===== config.mk =====
export PLATFORM = sky130hd
export DESIGN_NAME = snoop_cache_ctrl
export DESIGN_NICKNAME = d
export VERILOG_FILES = /design/src/rtl/scc_pkg.sv /design/src/rtl/scc_line_store.sv /design/src/rtl/scc_snoop.sv /design/src/rtl/scc_ctrl_fsm.sv /design/src/rtl/snoop_cache_ctrl.sv
export SDC_FILE = /design/constraint.sdc
export NUM_CORES = 1
export LEC_CHECK = 0
export BUFFER_PORTS_ARGS = -buffer_cell sky130_fd_sc_hd__buf_2
export CORE_ASPECT_RATIO = 1.2
export CORE_MARGIN = 4
export CORE_UTILIZATION = 50
export CTS_CLUSTER_SIZE = 28
export DETAILED_ROUTE_END_ITERATION = 8
export PLACE_DENSITY = 0.73
export SYNTH_ARGS = -nofsm -noshare
export SYNTH_HDL_FRONTEND = slang
export SYNTH_SLANG_ARGS = --single-unit

===== constraint.sdc =====
create_clock -name clk -period 6.9 [get_ports clk]
set_input_delay 2.07 -clock clk [delete_from_list [all_inputs] [get_ports clk]]
set_output_delay 2.07 -clock clk [all_outputs]
set_load 0.03 [all_outputs]

===== src/rtl/scc_pkg.sv =====
package scc_pkg;
  typedef enum logic [1:0] {
    LN_INV = 2'b00,
    LN_SHR = 2'b01,
    LN_EXC = 2'b10
  } line_st_e;

  typedef enum logic [1:0] {
    BC_IDLE   = 2'b00,
    BC_RDMISS = 2'b01,
    BC_WRMISS = 2'b10,
    BC_WBACK  = 2'b11
  } bus_cmd_e;

  function automatic logic is_valid(line_st_e s);
    return s != LN_INV;
  endfunction

  function automatic logic is_snoopable(bus_cmd_e c);
    return (c == BC_RDMISS) || (c == BC_WRMISS);
  endfunction

  function automatic bus_cmd_e miss_cmd(logic we);
    return we ? BC_WRMISS : BC_RDMISS;
  endfunction
endpackage


===== src/rtl/scc_line_store.sv =====
module scc_line_store
  import scc_pkg::*;
#(
  parameter int IDX_W  = 3,
  parameter int TAG_W  = 5,
  parameter int DATA_W = 32
) (
  input  logic              clk,
  input  logic              rst_n,
  input  logic [IDX_W-1:0]  a_idx,
  output line_st_e          a_st,
  output logic [TAG_W-1:0]  a_tag,
  output logic [DATA_W-1:0] a_data,
  input  logic              fill_we,
  input  line_st_e          fill_st,
  input  logic [TAG_W-1:0]  fill_tag,
  input  logic [DATA_W-1:0] fill_data,
  input  logic              wr_we,
  input  logic [DATA_W-1:0] wr_data,
  input  logic [IDX_W-1:0]  s_idx,
  output line_st_e          s_st,
  output logic [TAG_W-1:0]  s_tag,
  output logic [DATA_W-1:0] s_data,
  input  logic              s_we,
  input  line_st_e          s_new
);
  localparam int LINES = 1 << IDX_W;

  line_st_e          st_q  [LINES];
  logic [TAG_W-1:0]  tag_q [LINES];
  logic [DATA_W-1:0] dat_q [LINES];

  for (genvar g = 0; g < LINES; g++) begin : g_line
    always_ff @(posedge clk or negedge rst_n) begin
      if (!rst_n) begin
        st_q[g] <= LN_INV;
      end else if (s_we && s_idx == IDX_W'(g)) begin
        st_q[g] <= s_new;
      end else if (fill_we && a_idx == IDX_W'(g)) begin
        st_q[g] <= fill_st;
      end
    end

    always_ff @(posedge clk) begin
      if (fill_we && a_idx == IDX_W'(g)) begin
        tag_q[g] <= fill_tag;
        dat_q[g] <= fill_data;
      end else if (wr_we && a_idx == IDX_W'(g)) begin
        dat_q[g] <= wr_data;
      end
    end
  end

  assign a_st   = st_q[a_idx];
  assign a_tag  = tag_q[a_idx];
  assign a_data = dat_q[a_idx];
  assign s_st   = st_q[s_idx];
  assign s_tag  = tag_q[s_idx];
  assign s_data = dat_q[s_idx];


  fill_snoop_apart_chk: assert property (@(posedge clk) disable iff (!rst_n)
    !(fill_we && s_we));


  write_not_during_snoop_chk: assert property (@(posedge clk) disable iff (!rst_n)
    !(wr_we && s_we));
endmodule


===== src/rtl/scc_snoop.sv =====
module scc_snoop
  import scc_pkg::*;
#(
  parameter int              TAG_W  = 5,
  parameter int              DATA_W = 32,
  parameter int              ID_W   = 1,
  parameter logic [ID_W-1:0] MY_ID  = '0
) (
  input  logic              clk,
  input  logic              rst_n,
  input  bus_cmd_e          cmd,
  input  logic [ID_W-1:0]   req_id,
  input  logic [TAG_W-1:0]  req_tag,
  input  line_st_e          ln_st,
  input  logic [TAG_W-1:0]  ln_tag,
  input  logic [DATA_W-1:0] ln_data,
  output logic              hit,
  output logic              upd_we,
  output line_st_e          upd_st,
  output logic              abort,
  output logic [DATA_W-1:0] sup_data
);
  logic foreign;

  assign foreign  = req_id != MY_ID;
  assign hit      = foreign && is_snoopable(cmd) && is_valid(ln_st) && (ln_tag == req_tag);
  assign abort    = hit && (ln_st == LN_EXC);
  assign upd_st   = (cmd == BC_WRMISS) ? LN_INV : LN_SHR;
  assign upd_we   = hit && ((cmd == BC_WRMISS) || (ln_st == LN_EXC));
  assign sup_data = ln_data;


  own_id_quiet_chk: assert property (@(posedge clk) disable iff (!rst_n)
    (req_id == MY_ID) |-> !upd_we);


  wback_not_snooped_chk: assert property (@(posedge clk) disable iff (!rst_n)
    (cmd == BC_WBACK || cmd == BC_IDLE) |-> !abort);
endmodule


===== src/rtl/scc_ctrl_fsm.sv =====
module scc_ctrl_fsm
  import scc_pkg::*;
(
  input  logic     clk,
  input  logic     rst_n,
  input  logic     cpu_req,
  input  logic     cpu_we,
  input  logic     hit,
  input  logic     victim_dirty,
  input  logic     bus_gnt,
  input  logic     snp_busy,
  output logic     cpu_ready,
  output logic     bus_req,
  output bus_cmd_e cmd_o,
  output logic     drive_victim,
  output logic     fill_we,
  output line_st_e fill_st,
  output logic     hit_we
);
  typedef enum logic [1:0] {FS_IDLE, FS_ARB, FS_MISS, FS_DONE} fsm_e;
  fsm_e st_q, st_d;

  always_ff @(posedge clk or negedge rst_n) begin
    if (!rst_n) st_q <= FS_IDLE;
    else        st_q <= st_d;
  end

  always_comb begin
    st_d    = st_q;
    cmd_o   = BC_IDLE;
    fill_we = 1'b0;
    case (st_q)
      FS_IDLE: if (cpu_req && !hit && !snp_busy) st_d = FS_ARB;
      FS_ARB: begin
        if (bus_gnt) begin
          if (victim_dirty) begin
            cmd_o = BC_WBACK;
            st_d  = FS_MISS;
          end else begin
            cmd_o   = miss_cmd(cpu_we);
            fill_we = 1'b1;
            st_d    = FS_DONE;
          end
        end
      end
      FS_MISS: begin
        if (bus_gnt) begin
          cmd_o   = miss_cmd(cpu_we);
          fill_we = 1'b1;
          st_d    = FS_DONE;
        end
      end
      default: st_d = FS_IDLE;
    endcase
  end

  assign cpu_ready    = (st_q == FS_IDLE) && cpu_req && hit && !snp_busy;
  assign hit_we       = cpu_ready && cpu_we;
  assign bus_req      = (st_q == FS_ARB) || (st_q == FS_MISS);
  assign drive_victim = cmd_o == BC_WBACK;
  assign fill_st      = cpu_we ? LN_EXC : LN_SHR;


  drive_only_granted_chk: assert property (@(posedge clk) disable iff (!rst_n)
    (cmd_o != BC_IDLE) |-> bus_gnt);


  wback_then_miss_chk: assert property (@(posedge clk) disable iff (!rst_n)
    (cmd_o == BC_WBACK) |=> (bus_req && !cpu_ready));


  miss_asks_bus_chk: assert property (@(posedge clk) disable iff (!rst_n)
    (st_q == FS_IDLE && cpu_req && !hit && !snp_busy) |=> (bus_req && !cpu_ready));
endmodule


===== src/rtl/snoop_cache_ctrl.sv =====
module snoop_cache_ctrl
  import scc_pkg::*;
#(
  parameter int              ADDR_W = 8,
  parameter int              IDX_W  = 3,
  parameter int              DATA_W = 32,
  parameter int              ID_W   = 1,
  parameter logic [ID_W-1:0] MY_ID  = '0
) (
  input  logic              clk,
  input  logic              rst_n,
  input  logic              cpu_req,
  input  logic              cpu_we,
  input  logic [ADDR_W-1:0] cpu_addr,
  input  logic [DATA_W-1:0] cpu_wdata,
  output logic              cpu_ready,
  output logic [DATA_W-1:0] cpu_rdata,
  output logic              bus_req,
  input  logic              bus_gnt,
  output logic [1:0]        bus_cmd_o,
  output logic [ID_W-1:0]   bus_id_o,
  output logic [ADDR_W-1:0] bus_addr_o,
  output logic [DATA_W-1:0] bus_data_o,
  input  logic [1:0]        bus_cmd_i,
  input  logic [ID_W-1:0]   bus_id_i,
  input  logic [ADDR_W-1:0] bus_addr_i,
  input  logic [DATA_W-1:0] bus_fill_i,
  output logic              snp_abort,
  output logic [DATA_W-1:0] snp_data
);
  localparam int TAG_W = ADDR_W - IDX_W;

  function automatic logic [IDX_W-1:0] idx_of(logic [ADDR_W-1:0] a);
    return a[IDX_W-1:0];
  endfunction

  function automatic logic [TAG_W-1:0] tag_of(logic [ADDR_W-1:0] a);
    return a[ADDR_W-1:IDX_W];
  endfunction

  line_st_e          a_st, s_st, fill_st, s_new;
  logic [TAG_W-1:0]  a_tag, s_tag;
  logic [DATA_W-1:0] a_data, s_data;
  logic              fill_we, hit_we, s_we, snp_hit, drive_victim;
  logic              tag_eq, cpu_hit, victim_dirty;
  bus_cmd_e          cmd_int, snp_cmd;

  assign snp_cmd      = bus_cmd_e'(bus_cmd_i);
  assign tag_eq       = a_tag == tag_of(cpu_addr);
  assign cpu_hit      = is_valid(a_st) && tag_eq && (!cpu_we || a_st == LN_EXC);
  assign victim_dirty = (a_st == LN_EXC) && !tag_eq;

  scc_line_store #(.IDX_W(IDX_W), .TAG_W(TAG_W), .DATA_W(DATA_W)) store_i (
    .clk(clk), .rst_n(rst_n),
    .a_idx(idx_of(cpu_addr)), .a_st(a_st), .a_tag(a_tag), .a_data(a_data),
    .fill_we(fill_we), .fill_st(fill_st), .fill_tag(tag_of(cpu_addr)), .fill_data(bus_fill_i),
    .wr_we(hit_we), .wr_data(cpu_wdata),
    .s_idx(idx_of(bus_addr_i)), .s_st(s_st), .s_tag(s_tag), .s_data(s_data),
    .s_we(s_we), .s_new(s_new)
  );

  scc_snoop #(.TAG_W(TAG_W), .DATA_W(DATA_W), .ID_W(ID_W), .MY_ID(MY_ID)) snoop_i (
    .clk(clk), .rst_n(rst_n),
    .cmd(snp_cmd), .req_id(bus_id_i), .req_tag(tag_of(bus_addr_i)),
    .ln_st(s_st), .ln_tag(s_tag), .ln_data(s_data),
    .hit(snp_hit), .upd_we(s_we), .upd_st(s_new),
    .abort(snp_abort), .sup_data(snp_data)
  );

  scc_ctrl_fsm fsm_i (
    .clk(clk), .rst_n(rst_n),
    .cpu_req(cpu_req), .cpu_we(cpu_we), .hit(cpu_hit), .victim_dirty(victim_dirty),
    .bus_gnt(bus_gnt), .snp_busy(snp_hit),
    .cpu_ready(cpu_ready), .bus_req(bus_req), .cmd_o(cmd_int),
    .drive_victim(drive_victim), .fill_we(fill_we), .fill_st(fill_st), .hit_we(hit_we)
  );

  assign cpu_rdata  = a_data;
  assign bus_cmd_o  = cmd_int;
  assign bus_id_o   = MY_ID;
  assign bus_addr_o = drive_victim ? {a_tag, idx_of(cpu_addr)} : cpu_addr;
  assign bus_data_o = a_data;


  snoop_beats_cpu_chk: assert property (@(posedge clk) disable iff (!rst_n)
    snp_hit |-> !cpu_ready);


  abort_supplies_line_chk: assert property (@(posedge clk) disable iff (!rst_n)
    snp_abort |-> (snp_cmd == BC_RDMISS || snp_cmd == BC_WRMISS));
endmodule


==> results of run 1 <==
cells in the mapped netlist, types with 2 or more instances:
library cell | number | area, µm²
a2bb2oi_1 | 2 | 17.5
nor2_1 | 40 | 150
and4_1 | 2 | 17.5
buf_1 | 17 | 63.8
a22oi_1 | 4 | 30.0
or2_2 | 2 | 12.5
a32o_1 | 2 | 20.0
mux2_4 | 150 | 2250
nand2_1 | 113 | 424
nand2b_1 | 5 | 31.3
or3_1 | 2 | 12.5
clkbuf_1 | 25 | 93.8
ha_1 | 5 | 62.6
a31oi_1 | 2 | 12.5
o21a_1 | 3 | 22.5
dfrtp_1 | 18 | 450
o21bai_1 | 2 | 15.0
mux2i_1 | 37 | 370
and2_1 | 3 | 18.8
inv_1 | 12 | 45.0
o22ai_1 | 10 | 62.6
o21ai_0 | 4 | 20.0
buf_6 | 19 | 214
nor3b_1 | 2 | 15.0
nor2b_1 | 12 | 75.1
buf_2 | 14 | 70.1
nand4_4 | 4 | 85.1
nor4_1 | 5 | 31.3
xnor2_1 | 3 | 26.3
mux2_2 | 150 | 1690
xor2_1 | 4 | 35.0
edfxtp_1 | 296 | 8890
o21ai_1 | 2 | 10.0
mux2_1 | 7 | 78.8
nand4_2 | 3 | 37.5
nor3_1 | 14 | 70.1
o32ai_1 | 5 | 43.8
mux4_2 | 132 | 2970
buf_4 | 43 | 323
a211oi_1 | 4 | 30.0
o2bb2ai_1 | 7 | 61.3
nand3_1 | 2 | 10.0
a21oi_1 | 4 | 20.0
area by class of cell:
class / count / share of cell area
flip-flops and latches: 314 / 0.432
multi-input cells: 774 / 0.425
repair buffers: 247 / 0.0658
clock buffers: 42 / 0.0407
well taps: 480 / 0.0278
clock inverters: 16 / 0.00636
inverters: 13 / 0.00226
diodes: 2 / 0.000231
state kept, by name (all words and copies together) (netlist names):
register       cells
store_i.dat_q    256
store_i.tag_q     40
store_i.st_q      16
fsm_i.st_q         2
worst reg2reg max path, delay by kind of cell, from the launching register on:
kind / cells / cell delay, ps
buffers and inverters: 3 / 910
and+or+nand+nor: 4 / 1190
xor gates and xnor gates: 1 / 230
DFF: 1 / 420
muxes: 1 / 470
AOI/OAI and AO/OA: 2 / 600
through the flow:
stage | power, µW | utilization | hold WS (ps) | instances | area [µm²]
2_1_floorplan | 3040 | - | 502 | 1219 | 19300
3_3_place_gp | 3340 | 0.543 | 536 | 1828 | 20600
3_5_place_dp | 3350 | 0.543 | 547 | 1828 | 20600
4_1_cts | 5080 | 0.570 | 560 | 1886 | 21600
5_1_grt | 5240 | 0.570 | 601 | 1886 | 21600
6_report | 5050 | 0.570 | 561 | 1888 | 21600
layout by cell type (no fill, tap or decap), types with 5 or more instances in the layout:
cell	instances
nor4_1	5
nand2b_1	5
o32ai_1	5
nor3_1	13
nand2_1	113
inv_1	12
clkbuf_1	8
edfxtp_1	296
o2bb2ai_1	7
mux2_4	150
nor2_4	9
buf_4	51
mux2i_1	37
nor2b_1	12
o22ai_1	10
ha_1	5
clkbuf_16	34
mux2_2	150
dfrtp_1	18
buf_2	192
mux4_2	132
clkinv_1	10
mux2_1	7
nor2_1	32
power breakdown:
part	total, µW	leakage [µW]	internal (µW)	switching, µW
combinational	1040	0.00483	417	621
sequential	2280	0.00289	2210	74.1
clock	1740	0.000495	982	754
total	5050	0.00822	3610	1450
logic make-up (layout without fill, tap and decap cells):
group / after synthesis / in the layout / synth area share
mux: 476 / 476 / 0.382
other cells: 1 / 3 / 0.000195
compound gates: 65 / 65 / 0.0274
xor+xnor: 7 / 7 / 0.00318
fa+ha+maj: 5 / 5 / 0.00325
buf+inv: 131 / 318 / 0.0422
flops: 314 / 314 / 0.484
simple gates: 220 / 220 / 0.0573
how the worst max path moves through the flow:
stage / startpoint / end / slack [ps] / cells past startpoint
6_report: cpu_addr[1] / bus_addr_o[4] / 170 / 10
5_1_grt: cpu_addr[0] / bus_addr_o[7] / 5 / 10
4_1_cts: cpu_addr[1] / bus_addr_o[4] / 160 / 10
3_5_place_dp: cpu_addr[1] / bus_addr_o[4] / 170 / 10
3_3_place_gp: cpu_addr[1] / bus_addr_o[7] / 220 / 10
2_1_floorplan: cpu_addr[0] / cpu_rdata[0] / 330 / 8
layer usage:
layer	wire length [µm]	up-vias	share of wire	track usage
met4	1570	10	0.030	0.0816
met2	26700	483	0.51	0.425
met5	55	-	0.0011	0
met3	3560	115	0.069	0.0480
met1	20100	6077	0.39	0.305
li1	-	5157	-	-
==> metrics, run 1 <==
clk slew on worst S/H paths=about 60 ps; MaxCap Viol Count=0; skew final=approximately 18 ps; cell row count=78; relative slew slack=0.192; Fillers=between 2000 and 3000; Worst Tran Pin Value=~1200 ps; register area share after synthesis=0.484; R2R Setup Slk=around 2700 ps; Worst Reg-to-Reg Cells=11; Max Fanout on Critical Path=27; setup bufs post-CTS=0; 1st-iter DRT viols=approximately 920; Pleak=slightly above 0.008 µW; routed wire length=just over 50 mm; H-tree levels=2; setup slack after layout=roughly 170 ps; DRC=0; Final Hold Viols=0; first-pass detailed-route iteration total=5; Sink Count=between 300 and 400; CP most frequent cell=mux2_2; Avg Inst Size Synth=~16 µm²; Setup Crit Path Kind=in2out; Vias per Instance=6.27; dpl hpwl=32.6 mm; area grow syn2layout=12.2%; Initial Util=0.508; vias in the first global route=between 10000 and 15000; unrepaired setup endpoints after global routing=no; clock root cell=clkbuf_16; hold path endpoint=store_i.st_q[11]; final cycle utilization of the critical path=0.975; # port buffers=about 200; Clock Tree Buf Depth=3; CTS tree=yes; WL per Instance=around 28 µm; synthesized instance count=1219; gr usage total=0.243; number of synthesized flops with an enable pin=roughly 300; Pwr Density=234 nW/µm²; CP max stage cell=mux2_2; fin. max-slew vios=0; worst endpoint required time=roughly 4800 ps; hold path cells=2; die width=~190 µm; YS warnings=0; DP Worst Slack=about 170 ps; worst-path cell chain=buf_4 -> mux2_2 -> o22ai_2 -> nor3_1 -> nor4b_4 -> nand4_1 -> and3_1 -> nand2_1 -> mux2_2 -> buf_2; Netlist cell types=70; Core Area=about 38000 µm²; GP Congestion=0.954; Post-CTS Hold Buffers=0; CTS Buf Count=34; Arr. time, crit path=4660 ps; Setup Viol. Count Final=0; die outline height=between 200 and 250 µm; gr ovfl total=0; multi-input logic area=approximately 9200 µm²; share of cells above drive strength 1=0.533; ANT nets after route=0; Min-Delay Path Class=reg2reg; Synth async-reset ratio=0.0573; Worst path top cell family by delay=simple AND/OR/NAND/NOR gates; antenna violations before repair=6; FF-to-FF End=store_i.dat_q[4][10]; die area=between 40000 and 50000 µm²; Critical Path End Type=output port; Peak VDD IR=about 120 µV; worst hold start=store_i.st_q[11]; setup TNS=0 ps; routed via count=approximately 12000; max incr delay on CP=390 ps; Buf/Inv on CP=2; Max Clock Freq=between 0.1 and 0.15 GHz; status=completed; #FFs+latches synth=314; dominant synthesized flop cell=edfxtp_1; largest net degree at the start of global routing=39; reg-to-reg startpoint=store_i.tag_q[2][0]; crit path time final=roughly 6700 ps; clock latency on the worst-skew pair=~540 ps; global-route wire length before repair=a little under 80 mm; CP Launch Type=input port; Reg area=just over 9000 µm²; Layout Nets=~1500; synthesized cell area=19300 µm²; post_cts resized=0; Synthesized Nets=around 1300; # IOs=~200
(Power assumes the default switching activity.)
==> run 2: changes to the inputs <==
--- a/config.mk
+++ b/config.mk
@@ -5,6 +5,7 @@
 export SDC_FILE = /design/constraint.sdc
 export NUM_CORES = 1
 export LEC_CHECK = 0
+export ABC_AREA = 1
 export BUFFER_PORTS_ARGS = -buffer_cell sky130_fd_sc_hd__buf_2
 export CORE_ASPECT_RATIO = 1.2
 export CORE_MARGIN = 4
==> metrics, run 2 <==
Setup Crit Path Kind=in2out (unchanged); Synthesized Nets=2635 (was 1312); synthesized cell area=19300 µm² (about the same); net load switching power=1750 µW (was 1450 µW); Vias per Instance=6.27 (about the same); share of cells above drive strength 1=0.133 (was 0.533); Critical Path End Type=output port (unchanged); DR top layer=met5 (unchanged); Worst Tran Pin Value=1100 ps (was 1210 ps); clock latency on the worst-skew pair=540 ps (about the same); GP Congestion=0.893 (was 0.954); antenna violations before repair=11 (was 6); status=completed (unchanged); met2 wire length=31.9 mm (was 26.7 mm); Min-Delay Path Class=reg2reg (unchanged); Combinational Power Share=0.226 (was 0.205); relative slew slack=0.266 (was 0.192); sequential share of power=0.434 (was 0.451); WL per Instance=22.5 µm (was 27.5 µm); largest net degree at the start of global routing=73 (was 39); crit path time final=6670 ps (was 6730 ps); die outline height=223 µm (about the same); setup TNS=0 ps (unchanged); MaxCap Viol Count=0 (unchanged); DP Area=20300 µm² (was 20600 µm²); number of synthesized flops with an enable pin=296 (unchanged); die width=187 µm (about the same); sw frac=0.331 (was 0.287); gr ovfl total=0 (unchanged); DP Worst Slack=247 ps (was 167 ps); clk slew on worst S/H paths=70 ps (was 60 ps); dominant synthesized flop cell=edfxtp_1 (unchanged); 1st-iter DRT viols=3273 (was 921); Max Fanout on Critical Path=27 (unchanged); Yosys top cell by area=edfxtp_1 (unchanged); Synth async-reset ratio=0.0573 (unchanged); Synth top cells by count=nand2_1 (1127), nand3_1 (317), edfxtp_1 (296) (was edfxtp_1 (296), mux2_2 (150), mux2_4 (150)); Pwr Density=246 nW/µm² (was 234 nW/µm²); unrepaired setup endpoints after global routing=no (unchanged); ANT nets after route=0 (unchanged); met3 routed WL=9.07 mm (was 3.56 mm); max FFs per register=256 (unchanged); register area share after synthesis=0.483 (was 0.484); max incr delay on CP=450 ps (was 390 ps); commonest non-fill, non-tap cell in the layout=nand2_1 (was edfxtp_1); cell row count=78 (unchanged); multi-input logic area=8420 µm² (was 9200 µm²); vias in the first global route=18417 (was 12544); worst-path cell chain=buf_2 -> inv_1 -> nor2_4 -> buf_4 -> inv_1 -> buf_4 -> o22ai_1 -> a221oi_1 -> o21ai_0 -> buf_2 (was buf_4 -> mux2_2 -> o22ai_2 -> nor3_1 -> nor4b_4 -> nand4_1 -> and3_1 -> nand2_1 -> mux2_2 -> buf_2); Initial Util=0.509 (was 0.508); synthesized instance count=2542 (was 1219); most frequent cell after synthesis=nand2_1 (was edfxtp_1); routed via count=19248 (was 11842); H-tree levels=2 (unchanged); Final Total Pwr=5270 µW (was 5050 µW); CP Launch Type=input port (unchanged); Buf/Inv on CP=6 (was 2); Worst path top cell family by delay=buffers and inverters (was simple AND/OR/NAND/NOR gates); CTS tree=yes (unchanged); most frequent cells in the layout=nand2_1 (1118), nand3_1 (316), edfxtp_1 (296), buf_2 (196), inv_1 (117) (was edfxtp_1 (296), buf_2 (192), mux2_2 (150), mux2_4 (150), mux4_2 (132)); CTS Buf Count=34 (unchanged); Synth top area share=0.460 (was 0.461); Pleak=0.00952 µW (was 0.00822 µW); Sink Count=314 (unchanged); Setup Viol. Count Final=0 (unchanged); Reg area=9340 µm² (unchanged); YS warnings=0 (unchanged); Final Hold Viols=0 (unchanged); routed wire length=69.0 mm (was 52.0 mm); Avg Inst Size Synth=7.60 µm² (was 15.8 µm²); final cycle utilization of the critical path=0.966 (was 0.975); Post-CTS Hold Buffers=0 (unchanged); Layout Nets=2656 (was 1477); die area=41900 µm² (was 41800 µm²); Arr. time, crit path=4600 ps (was 4660 ps); dpl hpwl=41.4 mm (was 32.6 mm); gr usage total=0.316 (was 0.243); Core Area=38000 µm² (unchanged); Netlist cell types=31 (was 70); # IOs=198 (unchanged); clock root cell=clkbuf_16 (unchanged); Peak VDD IR=146 µV (was 123 µV); Internal Dissipation=3530 µW (was 3610 µW); Clock Tree Buf Depth=3 (unchanged); worst endpoint required time=4830 ps (about the same); DRC=0 (unchanged); Top Registers=store_i.dat_q (256), store_i.tag_q (40), store_i.st_q (16) (unchanged); wl on met1=24.0 mm (was 20.1 mm); first-pass detailed-route iteration total=9 (was 5); Final Cell Area=21400 µm² (was 21600 µm²); Max Clock Freq=0.150 GHz (was 0.149 GHz); top post-synthesis cells by area=edfxtp_1 (46%), nand2_1 (22%), nand3_1 (8.2%) (was edfxtp_1 (46%), mux4_2 (15%), mux2_4 (12%)); Largest Register=store_i.dat_q (unchanged); fin. max-slew vios=0 (unchanged); Fillers=3375 (was 2974); setup slack after layout=234 ps (was 170 ps); global-route wire length before repair=104 mm (was 77.1 mm); # port buffers=196 (unchanged); CP max stage cell=buf_4 (was mux2_2); #FFs+latches synth=314 (unchanged); skew final=23.1 ps (was 17.9 ps); area grow syn2layout=10.8% (was 12.2%); Clock Power Share=0.340 (was 0.344)
==> run 2: cell types whose count changed after synthesis, sizes merged, moves of 61 or more <==
cell and change:
o21ai +89, inv +113, clkbuf +89, mux4 -132, nand4 +61, nand3 +315
nand2 +1014, mux2 -307
==> run 2: what timing repair did <==
| item | in CTS | in global routing |
|---|---|---|
| hold endpoints to repair | 0 | 0 |
| resized for setup | 0 | 1 |
| setup buffers | 0 | 0 |
| endpoints found under the setup margin | 0 | 2 |
==> run 2: kinds of logic after synthesis <==
| family | synth area share |
|---|---|
| buf+inv | 0.0916 |
| flops | 0.483 |
| compound gates | 0.0828 |
| simple gates | 0.339 |
| fa+ha+maj | 0.00324 |
| other cells | 0.000194 |
==> run 2: final timing paths <==
| check | cells past startpoint | from | slack (ps) | to |
|---|---|---|---|---|
| worst max register to register | 14 | store_i.tag_q[6][0] | 2860 | store_i.dat_q[5][5] |
| worst max-delay path | 10 | cpu_addr[1] | 230 | cpu_rdata[28] |
| min in group asynchronous | 1 | rst_n | 1480 | fsm_i.st_q[0] |
| worst min-delay path | 2 | store_i.st_q[7] | 540 | store_i.st_q[7] |
| worst min register to register | 2 | store_i.st_q[7] | 540 | store_i.st_q[7] |
| max in group asynchronous | 1 | rst_n | 5090 | store_i.st_q[12] |
==> run 2: stage by stage <==
| stage | util | hold WS, ps | cells |
|---|---|---|---|
| after global routing | 0.564 | 575 | 3071 |
| after detailed placement | 0.535 | 523 | 3007 |
| after CTS | 0.563 | 536 | 3068 |
| after global placement | 0.535 | 517 | 3007 |
| final | 0.564 | 536 | 3072 |
| after floorplan | - | 491 | 2542 |
==> run 2: power groups by stage <==
| stage | Clock [µW] | Combinational, µW | Sequential (µW) |
|---|---|---|---|
| after CTS | 1800 | 1170 | 2280 |
| final | 1790 | 1190 | 2290 |
| after global placement | 0 | 1140 | 2320 |
| after global routing | 1890 | 1280 | 2300 |
| after detailed placement | 0 | 1160 | 2320 |
| after floorplan | 0 | 860 | 2300 |
==> run 2: cell type report <==
cell class                      count  share of cell area
Sequential cell                   314               0.436
Multi-Input combinational cell   1834               0.393
Timing Repair Buffer              251              0.0686
Clock buffer                       42              0.0451
Tap cell                          480              0.0281
Inverter                          128              0.0225
Clock inverter                     19             0.00550
Antenna cell                        4            0.000468
==> run 2: worst min-delay path, cell delays in order (launching register included) <==
cell and delay [ps]:
dfrtp_1 370, nand3_1 80, nand2_1 60
==> run 2: routing by layer <==
metal,track usage,up-vias
met5,0,-
met4,0.175,16
met3,0.0649,338
met2,0.513,1542
met1,0.395,8804
li1,-,8548
